`src/rtl/ris_pkg.sv`:
```
`timescale 1ns/1ps
package ris_pkg;
    typedef enum logic [2:0] {
        S_IDLE   = 3'd0,
        S_ARM    = 3'd1,
        S_WR_SIG = 3'd2,
        S_WR_NID = 3'd3,
        S_DONE   = 3'd4
    } seq_state_t;

    localparam logic [7:0] SIGNATURE_BYTE = 8'hD1;
endpackage

```
`src/rtl/ris_budget_timer.sv`:
```
`timescale 1ns/1ps
module ris_budget_timer #(
    parameter int LIMIT = 600
) (
    input  logic clk,
    input  logic rst_n,
    input  logic restart,
    input  logic running,
    output logic expired
);
    localparam int CNT_W = $clog2(LIMIT + 1);
    localparam logic [CNT_W-1:0] LAST = CNT_W'(LIMIT - 1);

    logic [CNT_W-1:0] cnt;

    always_ff @(posedge clk or negedge rst_n) begin
        if (!rst_n) begin
            cnt     <= '0;
            expired <= 1'b0;
        end else if (restart) begin
            cnt     <= '0;
            expired <= 1'b0;
        end else if (running && !expired) begin
            if (cnt == LAST) begin
                expired <= 1'b1;
            end else begin
                cnt <= cnt + 1'b1;
            end
        end
    end

    AST_NO_OVERFLOW: assert property (@(posedge clk) disable iff (!rst_n)
        cnt <= LAST);
    AST_EXPIRE_CAUSE: assert property (@(posedge clk) disable iff (!rst_n)
        $rose(expired) |-> $past(running));
    AST_EXPIRE_HOLD: assert property (@(posedge clk) disable iff (!rst_n)
        expired && !restart |=> expired);
endmodule

```
`src/rtl/ris_sync_gate.sv`:
```
`timescale 1ns/1ps
module ris_sync_gate (
    input  logic in_init,
    input  logic skip_idle_wait,
    input  logic line_busy,
    input  logic prog_sync_req,
    output logic init_go,
    output logic prog_stall
);
    always_comb begin
        init_go    = !line_busy || (skip_idle_wait && in_init);
        prog_stall = prog_sync_req && line_busy;
    end
endmodule

```
`src/rtl/ris_ram_init_seq.sv`:
```
`timescale 1ns/1ps
module ris_ram_init_seq
    import ris_pkg::*;
#(
    parameter int ADDR_W     = 11,
    parameter int DATA_W     = 8,
    parameter int BUDGET_CYC = 600
) (
    input  logic              clk,
    input  logic              rst_n,
    input  logic              nid_wr,
    input  logic [DATA_W-1:0] nid_data,
    input  logic              skip_idle_wait,
    input  logic              line_busy,
    input  logic              prog_sync_req,
    output logic              prog_stall,
    output logic              ram_we,
    output logic [ADDR_W-1:0] ram_addr,
    output logic [DATA_W-1:0] ram_wdata,
    output logic              init_done,
    output logic              budget_expired
);
    localparam logic [ADDR_W-1:0] SIG_ADDR = ADDR_W'(0);
    localparam logic [ADDR_W-1:0] NID_ADDR = ADDR_W'(1);
    localparam logic [DATA_W-1:0] SIG_VAL  = DATA_W'(SIGNATURE_BYTE);

    seq_state_t        state, state_nx;
    logic [DATA_W-1:0] nid_q;
    logic              init_go;
    logic              in_routine;

    assign in_routine = (state == S_ARM) || (state == S_WR_SIG) || (state == S_WR_NID);

    ris_sync_gate u_gate (
        .in_init        (in_routine),
        .skip_idle_wait (skip_idle_wait),
        .line_busy      (line_busy),
        .prog_sync_req  (prog_sync_req),
        .init_go        (init_go),
        .prog_stall     (prog_stall)
    );

    ris_budget_timer #(.LIMIT(BUDGET_CYC)) u_timer (
        .clk     (clk),
        .rst_n   (rst_n),
        .restart (nid_wr),
        .running (in_routine),
        .expired (budget_expired)
    );

    always_ff @(posedge clk or negedge rst_n) begin
        if (!rst_n) begin
            nid_q <= '0;
        end else if (nid_wr) begin
            nid_q <= nid_data;
        end
    end

    always_comb begin
        state_nx = state;
        if (nid_wr) begin
            state_nx = S_ARM;                          // T_LOAD
        end else begin
            unique case (state)
                S_IDLE:   state_nx = S_IDLE;           // T_REST
                S_ARM:    state_nx = init_go ? S_WR_SIG : S_ARM; // T_GO / T_STALL
                S_WR_SIG: state_nx = S_WR_NID;         // T_NEXT
                S_WR_NID: state_nx = S_DONE;           // T_FIN
                S_DONE:   state_nx = S_DONE;           // T_REST
                default:  state_nx = S_IDLE;
            endcase
        end
    end

    always_ff @(posedge clk or negedge rst_n) begin
        if (!rst_n) begin
            state <= S_IDLE;
        end else begin
            state <= state_nx;
        end
    end

    always_comb begin
        ram_we    = 1'b0;
        ram_addr  = '0;
        ram_wdata = '0;
        init_done = 1'b0;
        unique case (state)
            S_IDLE, S_ARM: begin
            end
            S_WR_SIG: begin
                ram_we    = 1'b1;
                ram_addr  = SIG_ADDR;
                ram_wdata = SIG_VAL;
            end
            S_WR_NID: begin
                ram_we    = 1'b1;
                ram_addr  = NID_ADDR;
                ram_wdata = nid_q;
            end
            S_DONE: init_done = 1'b1;
            default: begin
            end
        endcase
    end

    AST_SIG_THEN_NID: assert property (@(posedge clk) disable iff (!rst_n)
        (ram_we && ram_addr == SIG_ADDR && !nid_wr) |=> (ram_we && ram_addr == NID_ADDR));
    AST_NID_THEN_DONE: assert property (@(posedge clk) disable iff (!rst_n)
        (ram_we && ram_addr == NID_ADDR && !nid_wr) |=> init_done);
    AST_DONE_STICKY: assert property (@(posedge clk) disable iff (!rst_n)
        (init_done && !nid_wr) |=> (init_done && !ram_we));
    AST_HOLD_BUSY: assert property (@(posedge clk) disable iff (!rst_n)
        (state == S_ARM && !skip_idle_wait && line_busy && !nid_wr) |=> !ram_we);
    AST_BYPASS_GO: assert property (@(posedge clk) disable iff (!rst_n)
        (state == S_ARM && skip_idle_wait && !nid_wr) |=> (ram_we && ram_addr == SIG_ADDR));
    AST_RESTART: assert property (@(posedge clk) disable iff (!rst_n)
        nid_wr |=> (!init_done && !ram_we));
    AST_ADDR_RANGE: assert property (@(posedge clk) disable iff (!rst_n)
        ram_we |-> (ram_addr == SIG_ADDR || ram_addr == NID_ADDR));
endmodule

```
`config.mk`:
```
export PLATFORM = sky130hd
export DESIGN_NAME = ris_ram_init_seq
export DESIGN_NICKNAME = d
export VERILOG_FILES = /design/src/rtl/ris_pkg.sv /design/src/rtl/ris_budget_timer.sv /design/src/rtl/ris_sync_gate.sv /design/src/rtl/ris_ram_init_seq.sv
export SDC_FILE = /design/constraint.sdc
export NUM_CORES = 1
export LEC_CHECK = 0
export BUFFER_PORTS_ARGS = -buffer_cell sky130_fd_sc_hd__buf_2
export CAP_MARGIN = 5
export CORE_ASPECT_RATIO = 0.9
export CORE_MARGIN = 2
export CORE_UTILIZATION = 45
export DETAILED_ROUTE_END_ITERATION = 12
export PLACE_DENSITY = 0.68
export SYNTH_ARGS = -nofsm -noshare
export SYNTH_HDL_FRONTEND = slang
export SYNTH_SLANG_ARGS = --single-unit
```
`constraint.sdc`:
```
create_clock -name clk -period 3.5 [get_ports clk]
set_clock_uncertainty 0.15 [all_clocks]
set_input_delay 0.35 -clock clk [delete_from_list [all_inputs] [get_ports clk]]
set_output_delay 0.35 -clock clk [all_outputs]
set_load 0.01 [all_outputs]
```
======== After elaboration in Yosys (flattened, before gate mapping) ========
Index checks and enable logic that the tools add are counted.
operators by class
  $add $sub $neg .......................... 1
  equal/unequal tests ..................... 6
  muxes and demuxes ....................... 13
  reduce and logical (&&, ||, !) cells .... 14
operators by type and width
  kind                     count
  $mux W10                 3
  $pmux W8 S2              1
  $add A10 B1 Y10 const B  1
  $eq A10 B10 Y1 const B   1
  $pmux W3 S3              1
  $eq A3 B2 Y1 const B     2
  $mux W1                  6
  $reduce_and A2 Y1        2
  $reduce_bool A2 Y1       2
  $reduce_or A2 Y1         2
  $eq A3 B1 Y1 const B     1
  $eq A3 B3 Y1 const B     1
  $logic_and A1 B1 Y1      3
  $logic_or A1 B1 Y1       3
  $mux W3                  1
  $logic_not A1 Y1         2
  $mux W2                  1
  $ne A2 B2 Y1 const B     1
storage, ports and cells
  register bits after elaboration ......... 22
  input port bits ......................... 14
  output and inout port bits .............. 23
  word-level logic and storage cells ...... 38

======== Logic depth before layout (Yosys ltp) ========
Gate-level depths: netlist of the first run.
  depth after elaboration ................. 8
  mapped depth ............................ 5
  depth with buffers taken out ............ 5

======== Hierarchy ========
A second synthesis of the first run with hierarchy kept.
unflattened totals
  cells, all modules ...................... 140
  area, all modules ....................... 1,318.8 um2
modules (own cells, without submodules)
  module            instances  cells each  area each (um2)  sequential area each (um2)
  ris_budget_timer  1          74          705.7            275.3
  ris_ram_init_seq  1          64          595.6            275.3
  ris_sync_gate     1          2           17.5             0.0

======== Worst setup path after synthesis of the first run ========
OpenSTA, ideal clock, no wires.
  kind .................................... register -> register
  start point ............................. register u_timer.cnt[0]
  end point ............................... register u_timer.cnt[0]
  setup time .............................. 0.128 ns
  arrival time ............................ 1.392 ns
  required time ........................... 3.222 ns
  path slack .............................. 1.830 ns
  stages on the path, launching flop included .. 6
  path buffers ............................ 0
  period minus slack after synthesis ...... 1.670 ns
  path through ............................ dfrtp_1 -> ha_1 -> nand2_1 -> nor4_4 -> nor3_2 -> mux2_1
between the ends
  longest elaborated chain between the ends .. 4
  elaborated cells between the ends (all ways) .. 7
  classes of those cells .................. add/sub (1); eq/ne (2); mux (3); reduce/logical (1)
RTL lines
  what                    RTL line                source
  start, declared         ris_budget_timer.sv:14  logic [CNT_W-1:0] cnt;
  start signal, assigned  ris_budget_timer.sv:27  cnt <= cnt + 1'b1;
  $add A10 B1 Y10         ris_budget_timer.sv:27
  $mux W10                ris_budget_timer.sv:24  if (cnt == LAST) begin
  $mux W10                ris_budget_timer.sv:23  end else if (running && !expired) begin
  $mux W10                ris_budget_timer.sv:20  end else if (restart) begin
Parallel ways exist; a longest one is shown, timed or not. The select of a mux whose other input is x is not followed.
A chain may end at the register's enable or synchronous reset.

======== Worst setup path after layout of the first run ========
  start point ............................. register state[2]
  end point ............................... output port ram_wdata[5]
between the ends
  longest elaborated chain between the ends .. 2
  elaborated cells between the ends (all ways) .. 3
  classes of those cells .................. eq/ne (2); mux (1)
RTL lines
  what                    RTL line                source
  start, declared         ris_ram_init_seq.sv:27  seq_state_t state, state_nx;
  start signal, assigned  ris_ram_init_seq.sv:79  state <= state_nx;
  $eq A3 B2 Y1            ris_ram_init_seq.sv:88  unique case (state)
  $pmux W8 S2 (*)         ris_ram_init_seq.sv:88
  end, declared           ris_ram_init_seq.sv:19  output logic [DATA_W-1:0] ram_wdata,
Every way passes the cells marked *; elsewhere a longest branch is shown, timed or not.

==> results of run 1 <==
==> layout make-up <==
cell class	instances	area, um2
timing repair buffer	27	140
clock buffer	4	36.3
sequential	22	551
fill	256	1290
tap	30	37.5
multi-input combinational	92	614
inverter	8	30.0
==> layer usage <==
metal | GRT usage | up-vias | wire (um)
li1 | - | 472 | -
met1 | 0.222 | 464 | 1170
met2 | 0.261 | 24 | 1160
met3 | 0.0481 | 2 | 103
met4 | 0.0741 | 0 | 19
met5 | 0 | - | 0
==> registers in the layout (all words and copies together), names as in the netlist <==
register,cells
u_timer.cnt,10
state,3
u_timer.expired,1
nid_q,8
==> stage by stage <==
stage	utilization	instance area (um2)	cells	setup slack (ns)
2_1_floorplan	-	1290	137	1.83
3_3_place_gp	0.504	1360	178	1.77
3_5_place_dp	0.504	1360	178	1.68
4_1_cts	0.521	1410	183	1.50
5_1_grt	0.521	1410	183	1.38
6_report	0.521	1410	183	1.51
==> power groups by stage <==
stage / Clock [uW] / Sequential (uW) / Combinational, uW
3_5_place_dp: 0 / 291 / 92.1
3_3_place_gp: 0 / 289 / 88.5
5_1_grt: 162 / 289 / 104
4_1_cts: 148 / 286 / 93.0
6_report: 141 / 287 / 91.6
2_1_floorplan: 0 / 285 / 72.4
==> worst paths after layout <==
path                                 from  cells past startpoint  slack, ns             end
max                              state[2]                      4       1.51    ram_wdata[5]
min                           nid_data[6]                      3       0.08        nid_q[6]
max reg2reg                u_timer.cnt[1]                      5       1.64  u_timer.cnt[0]
min reg2reg                      nid_q[2]                      1       0.36        nid_q[2]
max in group asynchronous           rst_n                      2       2.48  u_timer.cnt[8]
min in group asynchronous           rst_n                      2       0.39        nid_q[6]
==> cell families after synthesis <==
family,Yosys count,share of synthesized area
XOR/XNOR,3,0.0209
buffers and inverters,23,0.0996
other,1,0.00299
AO/OA/AOI/OAI,23,0.118
flip-flops,22,0.438
multiplexers,6,0.0538
adder cells (fa/ha/maj),1,0.00996
AND/OR/NAND/NOR,49,0.257
==> cells in the mapped netlist (all sizes together) <==
master,count
nand2,8
ha,1
nor3,3
nand3b,1
a31oi,1
or4b,1
nand4bb,1
o21bai,2
conb,1
and2,3
nor2,13
inv,8
mux2,6
xnor2,3
nor2b,4
nor4b,2
o31ai,1
a21o,2
a311oi,1
and3,4
o21ai,4
nand2b,2
nand4,2
o41ai,1
dfrtp,22
a21oi,11
clkbuf,3
nand3,3
buf,12
nor4,2
==> worst reg2reg max path: stages, from the launching register on <==
cell     delay [ns]
dfrtp_1        0.41
ha_1           0.23
nand2_1        0.12
nor4_4         0.42
nor3_2         0.09
mux2_1         0.32
==> repair_timing <==
item / CTS / global route
buffers inserted: 0 / 0
hold endpoints to repair: 22 / 0
hold buffers: 1 / 0
==> flow_summary_export.csv, run 1 <==
group,metric,value,unit
routing,drt_pre_antenna_iters,4,
sta,finalHoldViolations,0,
worst_setup_path,cp_data_required_time,3.00,ns
worst_setup_path,cp_num_buf_inv,2,
routing,num_vias,962,
sta,unrepaired_setup_endpoints_after_global_routing,"no",
sta,fin_crit,1.99,ns
synth,synth_cell_type_count,39,
global_routing,grt_max_degree,29,
cells_and_area,layout.nets,169,
die,floorplan.die_area,0.00323,mm2
clock_network,cts_buf_count,3,
power_and_ir_drop,intPower,372,uW
routing,detail_route.vias_per_cell,5.26,
die,num_io_pins,37,
run_status,status,"finished clean",
routing,route.final.wire_length,2450,um
cells_and_area,final_cell_mix,"26 x buf_2, 22 x dfrtp_1, 12 x nor2_1",
routing,route.antenna.remaining_nets,0,
cells_and_area,areaGrowthSynthToFinish,12.2,%
placed_design,numPortBuffers,26,
cells_and_area,post_route_cells_drive_above_1_share,0.268,
cells_and_area,diodes,0,
cells_and_area,mostFrequentLayoutCell,"buf_2",
die,rows,18,
power_and_ir_drop,power.share.combinational,0.176,
global_routing,grt_util_all_layers,0.170,
worst_setup_path,worstSetupPathType,"flop to primary output",
power_and_ir_drop,power.ir.vdd_worst,0.299,mV
power_and_ir_drop,power_leakage,0.000665,uW
power_and_ir_drop,power.net_switching,147,uW
routing,drtIter0Drc,19,
global_routing,antenna_found_initial,0,
sta,setup_total_negative_slack,0,ns
clock_network,tritoncts,"yes",
worst_setup_path,critPathTopFamily,"flip-flops",
synth,yosysWarningCount,0,
worst_setup_path,critical_path.max_fanout,6,
worst_setup_path,critPathCaptureType,"primary output",
synth,synth_area_leaders,"dfrtp_1 44%, buf_4 6.0%, a21oi_1 4.4%",
job,cap_violations,0,
die,dieHeight,54.1,um
clock_network,clock_tree.root_cell,"clkbuf_4",
synth,synth_area_leader,"dfrtp_1",
clock_network,cts_htree_levels,1,
worst_setup_path,cp_cell_sequence,"nand2b_1, inv_1, and3_1, buf_2",
global_routing,gr-total-overflow,0,
worst_setup_path,crit_slowest_cell,"dfrtp_1",
synth,seq_area_frac_synth,0.438,
die,die-width,59.7,um
power_and_ir_drop,p_sw_frac,0.283,
routing,detail_route.drc_violations,0,
synth,synthDominantCellAreaShare,0.438,
worst_setup_path,timing.critical_path.slowest_cell_delay,0.45,ns
placed_design,gp_congestion,0.825,
synth,avgSynthCellArea,9.81,um2
power_and_ir_drop,clock_power_share,0.272,
die,fp.coreArea,0.00270,mm2
routing,routedWlPerCell,13.4,um
clock_network,maximum_root_to_sink_buffer_count,2,
clock_network,clkSinkCount,22,
clock_network,cts.reportedPaths.clkPinSlew,0.13,ns
power_and_ir_drop,power_per_cell_area,369,mW/mm2
die,initial_core_util,0.465,
synth,gate_count_of_the_mapped_netlist,128,
sta,timing.fmax,503,MHz
power_and_ir_drop,power,519,uW
sta,worst_hold_check_slack,0.0844,ns
worst_setup_path,crit_arrival,1.49,ns
sta,timing.final.setup_violations,0,
worst_hold_path,worstHoldPathType,"input pin to flop",
power_and_ir_drop,sequentialPowerShare,0.552,
clock_network,cts-resized-gates,0,
synth,ys_ff_latch,22,
global_routing,grt_first_pass_wirelength,4000,um
global_routing,number_of_global_route_vias_before_repair,887,
clock_network,clock_insertion_delay_worst_skew,0.31,ns
sta,timing.final.max_slew_violations,0,
worst_setup_path,startpoint_type,"flop",
placed_design,place_hpwl,1790,um
sta,period_share,0.568,
synth,synth.cell_area,0.00126,mm2
No activity file was read; power rests on OpenSTA's default activity.
==> run 2: changes to the inputs <==
==> constraint.sdc (replaced) <==
create_clock -name clk -period 1.9 [get_ports clk]
set_clock_uncertainty 0.15 [all_clocks]
set_input_delay 0.19 -clock clk [delete_from_list [all_inputs] [get_ports clk]]
set_output_delay 0.19 -clock clk [all_outputs]
set_load 0.01 [all_outputs]
==> run 2 against run 1 <==
  * Power grew 110%
  * Critical path depth grew 1
  * Largest cell class unchanged
  * Count of clock-buffer cells in the layout shrank 1
  * Final cell count grew 4.9%
  * Highest routed layer unchanged
  * Clock power grew to 2.5 times the previous value
  * Critical path type is now flop to flop
  * First-iteration DRC count is the same
  * Sequential share of layout area shrank 2.7 points
  * Register-to-register slack lost 1.5 ns
==> flow_summary_export.csv, run 2 (synthesis results as in run 1) <==
group,metric,value,unit
routing,drt_pre_antenna_iters,4,
power_and_ir_drop,power_per_cell_area,709,mW/mm2
clock_network,post_cts.repair.setup_buffers,0,
clock_network,maximum_root_to_sink_buffer_count,2,
clock_network,tritoncts,"yes",
clock_network,clkSinkCount,22,
die,floorplan.die_area,0.00323,mm2
worst_setup_path,crit_slowest_cell,"dfrtp_1",
clock_network,clock_insertion_delay_worst_skew,0.30,ns
sta,finalHoldViolations,0,
worst_hold_path,worst_hold_startpoint,"line_busy",
cells_and_area,filler_cell_count,246,
global_routing,grt_first_pass_wirelength,4100,um
cells_and_area,mostFrequentLayoutCell,"buf_2",
sta,unrepaired_setup_endpoints_after_global_routing,"no",
sta,timing.fmax,558,MHz
worst_hold_path,hold_end,"state[0]",
worst_setup_path,timing.critical_path.slowest_cell_delay,0.42,ns
clock_network,cts_buf_count,3,
sta,period_share,0.944,
routing,routedWlPerCell,12.6,um
worst_setup_path,cp_data_required_time,1.95,ns
routing,route.antenna.remaining_nets,0,
worst_setup_path,startpoint_type,"flop",
clock_network,cts.reportedPaths.clkPinSlew,0.13,ns
die,die-width,59.7,um
cells_and_area,diodes,0,
worst_setup_path,rrSetupSlack,0.11,ns
worst_setup_path,crit_arrival,1.85,ns
global_routing,gr-total-overflow,0,
power_and_ir_drop,power.ir.vdd_worst,0.331,mV
cells_and_area,finalCoreUtilization,0.560,
routing,drtIter0Drc,19,
placed_design,dp.cells,179,
global_routing,number_of_global_route_vias_before_repair,917,
die,rows,18,
sta,setup_total_negative_slack,0,ns
worst_hold_path,min_path_cells,3,
global_routing,grt_util_all_layers,0.171,
run_status,status,"finished clean",
cells_and_area,layout.nets,178,
cells_and_area,final_cell_mix,"26 x buf_2, 22 x dfrtp_1, 12 x nor2_1",
sta,worst_hold_check_slack,0.0690,ns
die,dieHeight,54.1,um
routing,detail_route.vias_per_cell,5.17,
routing,route.final.wire_length,2420,um
worst_hold_path,worstHoldPathType,"input pin to flop",
placed_design,place_hpwl,1700,um
power_and_ir_drop,power_leakage,0.000708,uW
sta,timing.final.setup_violations,0,
placed_design,gp_congestion,0.826,
cells_and_area,post_route_cells_drive_above_1_share,0.265,
job,cap_violations,0,
die,initial_core_util,0.465,
routing,num_vias,993,
cells_and_area,biggestRegsByFlops,"u_timer.cnt (10), nid_q (8), state (3)",
clock_network,cts_htree_levels,1,
sta,fin_crit,1.79,ns
global_routing,grt_max_degree,29,
worst_setup_path,cp_cell_sequence,"ha_1, nand2_1, nor4_4, nor3_2, mux2_1",
worst_setup_path,critical_path.max_fanout,6,
placed_design,numPortBuffers,26,
sta,timing.final.max_slew_violations,0,
worst_setup_path,worstSetupPathType,"flop to flop",
worst_setup_path,r2r_start,"u_timer.cnt[0]",
cells_and_area,largest_register_ff_count,10,
cells_and_area,layout.cells.non_filler,192,
die,fp.coreArea,0.00270,mm2
cells_and_area,areaGrowthSynthToFinish,20.4,%
clock_network,clock_tree.root_cell,"clkbuf_4",
cells_and_area,fin_area,0.00151,mm2
global_routing,antenna_found_initial,0,
worst_setup_path,ff2ff_path_depth,5,
worst_setup_path,critPathCaptureType,"flop",
routing,detail_route.drc_violations,0,
placed_design,place_area,0.00137,mm2
cells_and_area,largest-register,"u_timer.cnt",
die,num_io_pins,37,
worst_setup_path,timing.rr.end,"u_timer.cnt[0]",
## run 2: cell count changes in the layout (fill, tap and decap cells not counted)
| cell | change |
|---|---|
| inv_1 | -1 |
| clkbuf_8 | -1 |
| inv_2 | +1 |
| dlygate4sd3_1 | +8 |
| bufinv_16 | +1 |
| buf_4 | +1 |
## run 2: power by group
group	switching, uW	leakage [uW]	internal (uW)
registers	22.9	0.000285	498
logic	108	0.000395	84.8
clock network	145	0.0000279	213
## run 2: timing repair
| item | 4_1_cts | 5_1_grt |
|---|---|---|
| hold buffers | 9 | 0 |
| hold endpoints to repair | 30 | 0 |
| resized for setup | 0 | 1 |
| setup endpoints to repair | 0 | 6 |
## run 2: final cells by class
cell class | instances | area [um2] | area share
Clock inverter | 1 | 30.0 | 0.0199
Clock buffer | 3 | 22.5 | 0.0149
Inverter | 8 | 30.0 | 0.0199
Timing Repair Buffer | 36 | 228 | 0.151
Sequential cell | 22 | 551 | 0.364
Tap cell | 30 | 37.5 | 0.0248
Multi-Input combinational cell | 92 | 614 | 0.406
## run 2: critical path: cells and delay by family (launching register included)
kind                     cells  cell delay (ns)
flip-flops                   1             0.42
multiplexers                 1             0.32
adder cells (fa/ha/maj)      1             0.23
AND/OR/NAND/NOR              3             0.58
## run 2: how the worst max path moves through the flow
| stage | from | endpoint |
|---|---|---|
| after floorplan | u_timer.cnt[0] | u_timer.cnt[0] |
| after global placement | u_timer.cnt[0] | u_timer.cnt[0] |
| after detailed placement | u_timer.cnt[0] | u_timer.cnt[0] |
| after CTS | u_timer.cnt[0] | u_timer.cnt[0] |
| after global routing | state[2] | ram_addr[0] |
| final | u_timer.cnt[0] | u_timer.cnt[0] |
## run 2: metrics by stage
| step | setup WS, ns | power [uW] |
|---|---|---|
| finish | 0.107 | 1070 |
| global route | 0.0217 | 1130 |
| CTS | 0.0837 | 1090 |
| detailed placement | 0.103 | 707 |
| global placement | 0.149 | 700 |
| floorplan | 0.230 | 658 |
## run 2: metal layers
layer / vias up / wire length, um / GRT usage
met3: 4 / 91 / 0.0264
met5: - / 0 / 0
met1: 475 / 1090 / 0.211
li1: 486 / - / -
met2: 28 / 1200 / 0.292
met4: 0 / 42 / 0.0815
==> run 3: changes to the inputs <==
--- a/config.mk
+++ b/config.mk
@@ -7,11 +7,14 @@
 export LEC_CHECK = 0
 export BUFFER_PORTS_ARGS = -buffer_cell sky130_fd_sc_hd__buf_2
 export CAP_MARGIN = 5
+export CELL_PAD_IN_SITES_DETAIL_PLACEMENT = 1
+export CELL_PAD_IN_SITES_GLOBAL_PLACEMENT = 2
 export CORE_ASPECT_RATIO = 0.9
 export CORE_MARGIN = 2
-export CORE_UTILIZATION = 45
+export CORE_UTILIZATION = 30
 export DETAILED_ROUTE_END_ITERATION = 12
-export PLACE_DENSITY = 0.68
+export PLACE_DENSITY = 0.74
+export RECOVER_POWER = 100
 export SYNTH_ARGS = -nofsm -noshare
 export SYNTH_HDL_FRONTEND = slang
 export SYNTH_SLANG_ARGS = --single-unit
==> run 3 against run 2 <==
  * Critical path type is now flop to primary output
  * Non-clock buffer count down 3
  * Sequential power about the same
  * Largest power group unchanged
  * Highest routed layer is now met3
  * Die area up 46%
  * First-iteration DRC count up 150%
  * Combinational power down 4%
  * Count of clock-buffer cells in the layout unchanged
  * Final cell count up 7.8%
  * Flip-flop and latch count unchanged
  * Sequential share of layout area up 0.43 points
  * Via count down 3.4%
==> flow_summary_export.csv, run 3 (synthesis results as in run 1) <==
group,metric,value,unit
cells_and_area,areaGrowthSynthToFinish,19.0,%
worst_setup_path,startpoint_type,"flop",
power_and_ir_drop,power_leakage,0.000662,uW
clock_network,maximum_root_to_sink_buffer_count,2,
cells_and_area,final_cell_mix,"22 x dfrtp_1, 13 x buf_2, 12 x nor2_1",
clock_network,post_cts.repair.setup_buffers,0,
routing,drt_pre_antenna_iters,4,
cells_and_area,post_route_cells_drive_above_1_share,0.195,
clock_network,tritoncts,"yes",
sta,period_share,0.932,
cells_and_area,largest_register_ff_count,10,
placed_design,numPortBuffers,26,
sta,unrepaired_setup_endpoints_after_global_routing,"no",
worst_setup_path,crit_arrival,1.43,ns
run_status,status,"finished clean",
global_routing,gr-total-overflow,0,
worst_hold_path,worstHoldPathType,"input pin to flop",
routing,route.antenna.remaining_nets,0,
clock_network,clock_tree.root_cell,"clkbuf_8",
placed_design,place_hpwl,2130,um
sta,timing.fmax,565,MHz
cells_and_area,biggestRegsByFlops,"u_timer.cnt (10), nid_q (8), state (3)",
worst_setup_path,rrSetupSlack,0.14,ns
cells_and_area,filler_cell_count,488,
sta,timing.slew.headroom,0.390,
cells_and_area,layout.nets,175,
routing,drtIter0Drc,47,
clock_network,cts-resized-gates,0,
sta,timing.final.max_slew_violations,0,
cells_and_area,seq_area,551,um2
worst_setup_path,critPathCaptureType,"primary output",
cells_and_area,diodes,0,
worst_setup_path,timing.rr.end,"u_timer.cnt[3]",
clock_network,cts_buf_count,3,
sta,max_slew.worst_pin.slew,0.915,ns
clock_network,cts_htree_levels,1,
worst_setup_path,r2r_start,"u_timer.cnt[0]",
die,die-width,72.2,um
worst_setup_path,ff2ff_path_depth,5,
worst_setup_path,critical_path.max_fanout,6,
die,floorplan.die_area,0.00472,mm2
die,dieHeight,65.4,um
clock_network,clock_insertion_delay_worst_skew,0.26,ns
global_routing,grt_util_all_layers,0.130,
global_routing,grt_first_pass_wirelength,4840,um
worst_hold_path,worst_hold_startpoint,"nid_data[1]",
routing,detail_route.drc_violations,0,
die,initial_core_util,0.310,
global_routing,antenna_found_initial,0,
worst_hold_path,hold_end,"nid_q[1]",
worst_hold_path,min_path_cells,2,
routing,route.final.wire_length,2820,um
worst_setup_path,worstSetupPathType,"flop to primary output",
power_and_ir_drop,power_per_cell_area,763,mW/mm2
cells_and_area,finalCoreUtilization,0.370,
cells_and_area,multi_input_comb_area,603,um2
placed_design,gp_congestion,0.772,
cells_and_area,mostFrequentLayoutCell,"dfrtp_1",
sta,finalHoldViolations,0,
global_routing,number_of_global_route_vias_before_repair,1033,
die,fp.coreArea,0.00405,mm2
sta,fin_crit,1.77,ns
sta,timing.final.setup_violations,0,
job,cap_violations,0,
routing,num_vias,959,
cells_and_area,largest-register,"u_timer.cnt",
clock_network,cts.reportedPaths.clkPinSlew,0.08,ns
routing,routedWlPerCell,13.6,um
die,rows,22,
global_routing,grt_max_degree,23,
sta,setup_total_negative_slack,0,ns
power_and_ir_drop,power.ir.vdd_worst,0.355,mV
routing,detail_route.vias_per_cell,4.63,
clock_network,clkSinkCount,22,
worst_setup_path,cp_data_required_time,1.56,ns
die,num_io_pins,37,
run 3: changes by cell type in the layout (fill, tap and decap cells not counted), sizes merged:
cell,delta
buf,-13
clkbuf,+14
dlygate4sd3,-4
run 3: worst max-delay path, cell delays in order, from the launching register on:
cell,delay [ns]
dfrtp_1,0.43
nand2b_1,0.25
inv_1,0.17
and3_1,0.17
clkbuf_1,0.15
run 3: what timing repair did:
item	4_1_cts	5_1_grt
endpoints found under the setup margin	0	2
endpoints found under the hold margin	26	0
hold buffers	5	0
run 3: worst max path at each step:
stage / startpoint / slack, ns / cells after the start / end
global route: state[2] / 0.01 / 4 / ram_wdata[5]
global placement: u_timer.cnt[0] / 0.14 / 5 / u_timer.cnt[0]
finish: state[2] / 0.13 / 4 / ram_wdata[5]
detailed placement: u_timer.cnt[0] / 0.07 / 5 / u_timer.cnt[0]
CTS: u_timer.cnt[0] / 0.05 / 5 / u_timer.cnt[0]
floorplan: u_timer.cnt[0] / 0.23 / 5 / u_timer.cnt[0]
run 3: final cells by class:
class	count	share of cell area
Multi-Input combinational cell	92	0.403
Sequential cell	22	0.368
Timing Repair Buffer	33	0.121
Tap cell	48	0.0402
Clock buffer	3	0.0276
Clock inverter	1	0.0201
Inverter	8	0.0201
run 3: metrics by stage:
stage | instance area (um2) | cells | hold WS (ns) | power [uW] | setup WS, ns
after floorplan | 1290 | 137 | -0.256 | 658 | 0.230
after global placement | 1400 | 198 | 0.0451 | 707 | 0.138
after detailed placement | 1400 | 198 | 0.0419 | 716 | 0.0656
after CTS | 1520 | 207 | 0.00143 | 1170 | 0.0466
after global routing | 1500 | 207 | 0.00463 | 1200 | 0.0101
final | 1500 | 207 | 0.00647 | 1140 | 0.130
run 3: report_power, final:
group / internal, uW / total, uW / leakage (uW) / switching (uW)
logic: 74.9 / 185 / 0.000341 / 110
clock network: 281 / 436 / 0.0000357 / 154
registers: 498 / 521 / 0.000285 / 22.8
total: 854 / 1140 / 0.000662 / 287
run 3: routing by layer:
layer  global-route usage  part of all wire
met1                0.172              0.49
met2                0.221              0.47
met3               0.0245             0.034
met4               0.0283                 0
met5                    0                 0
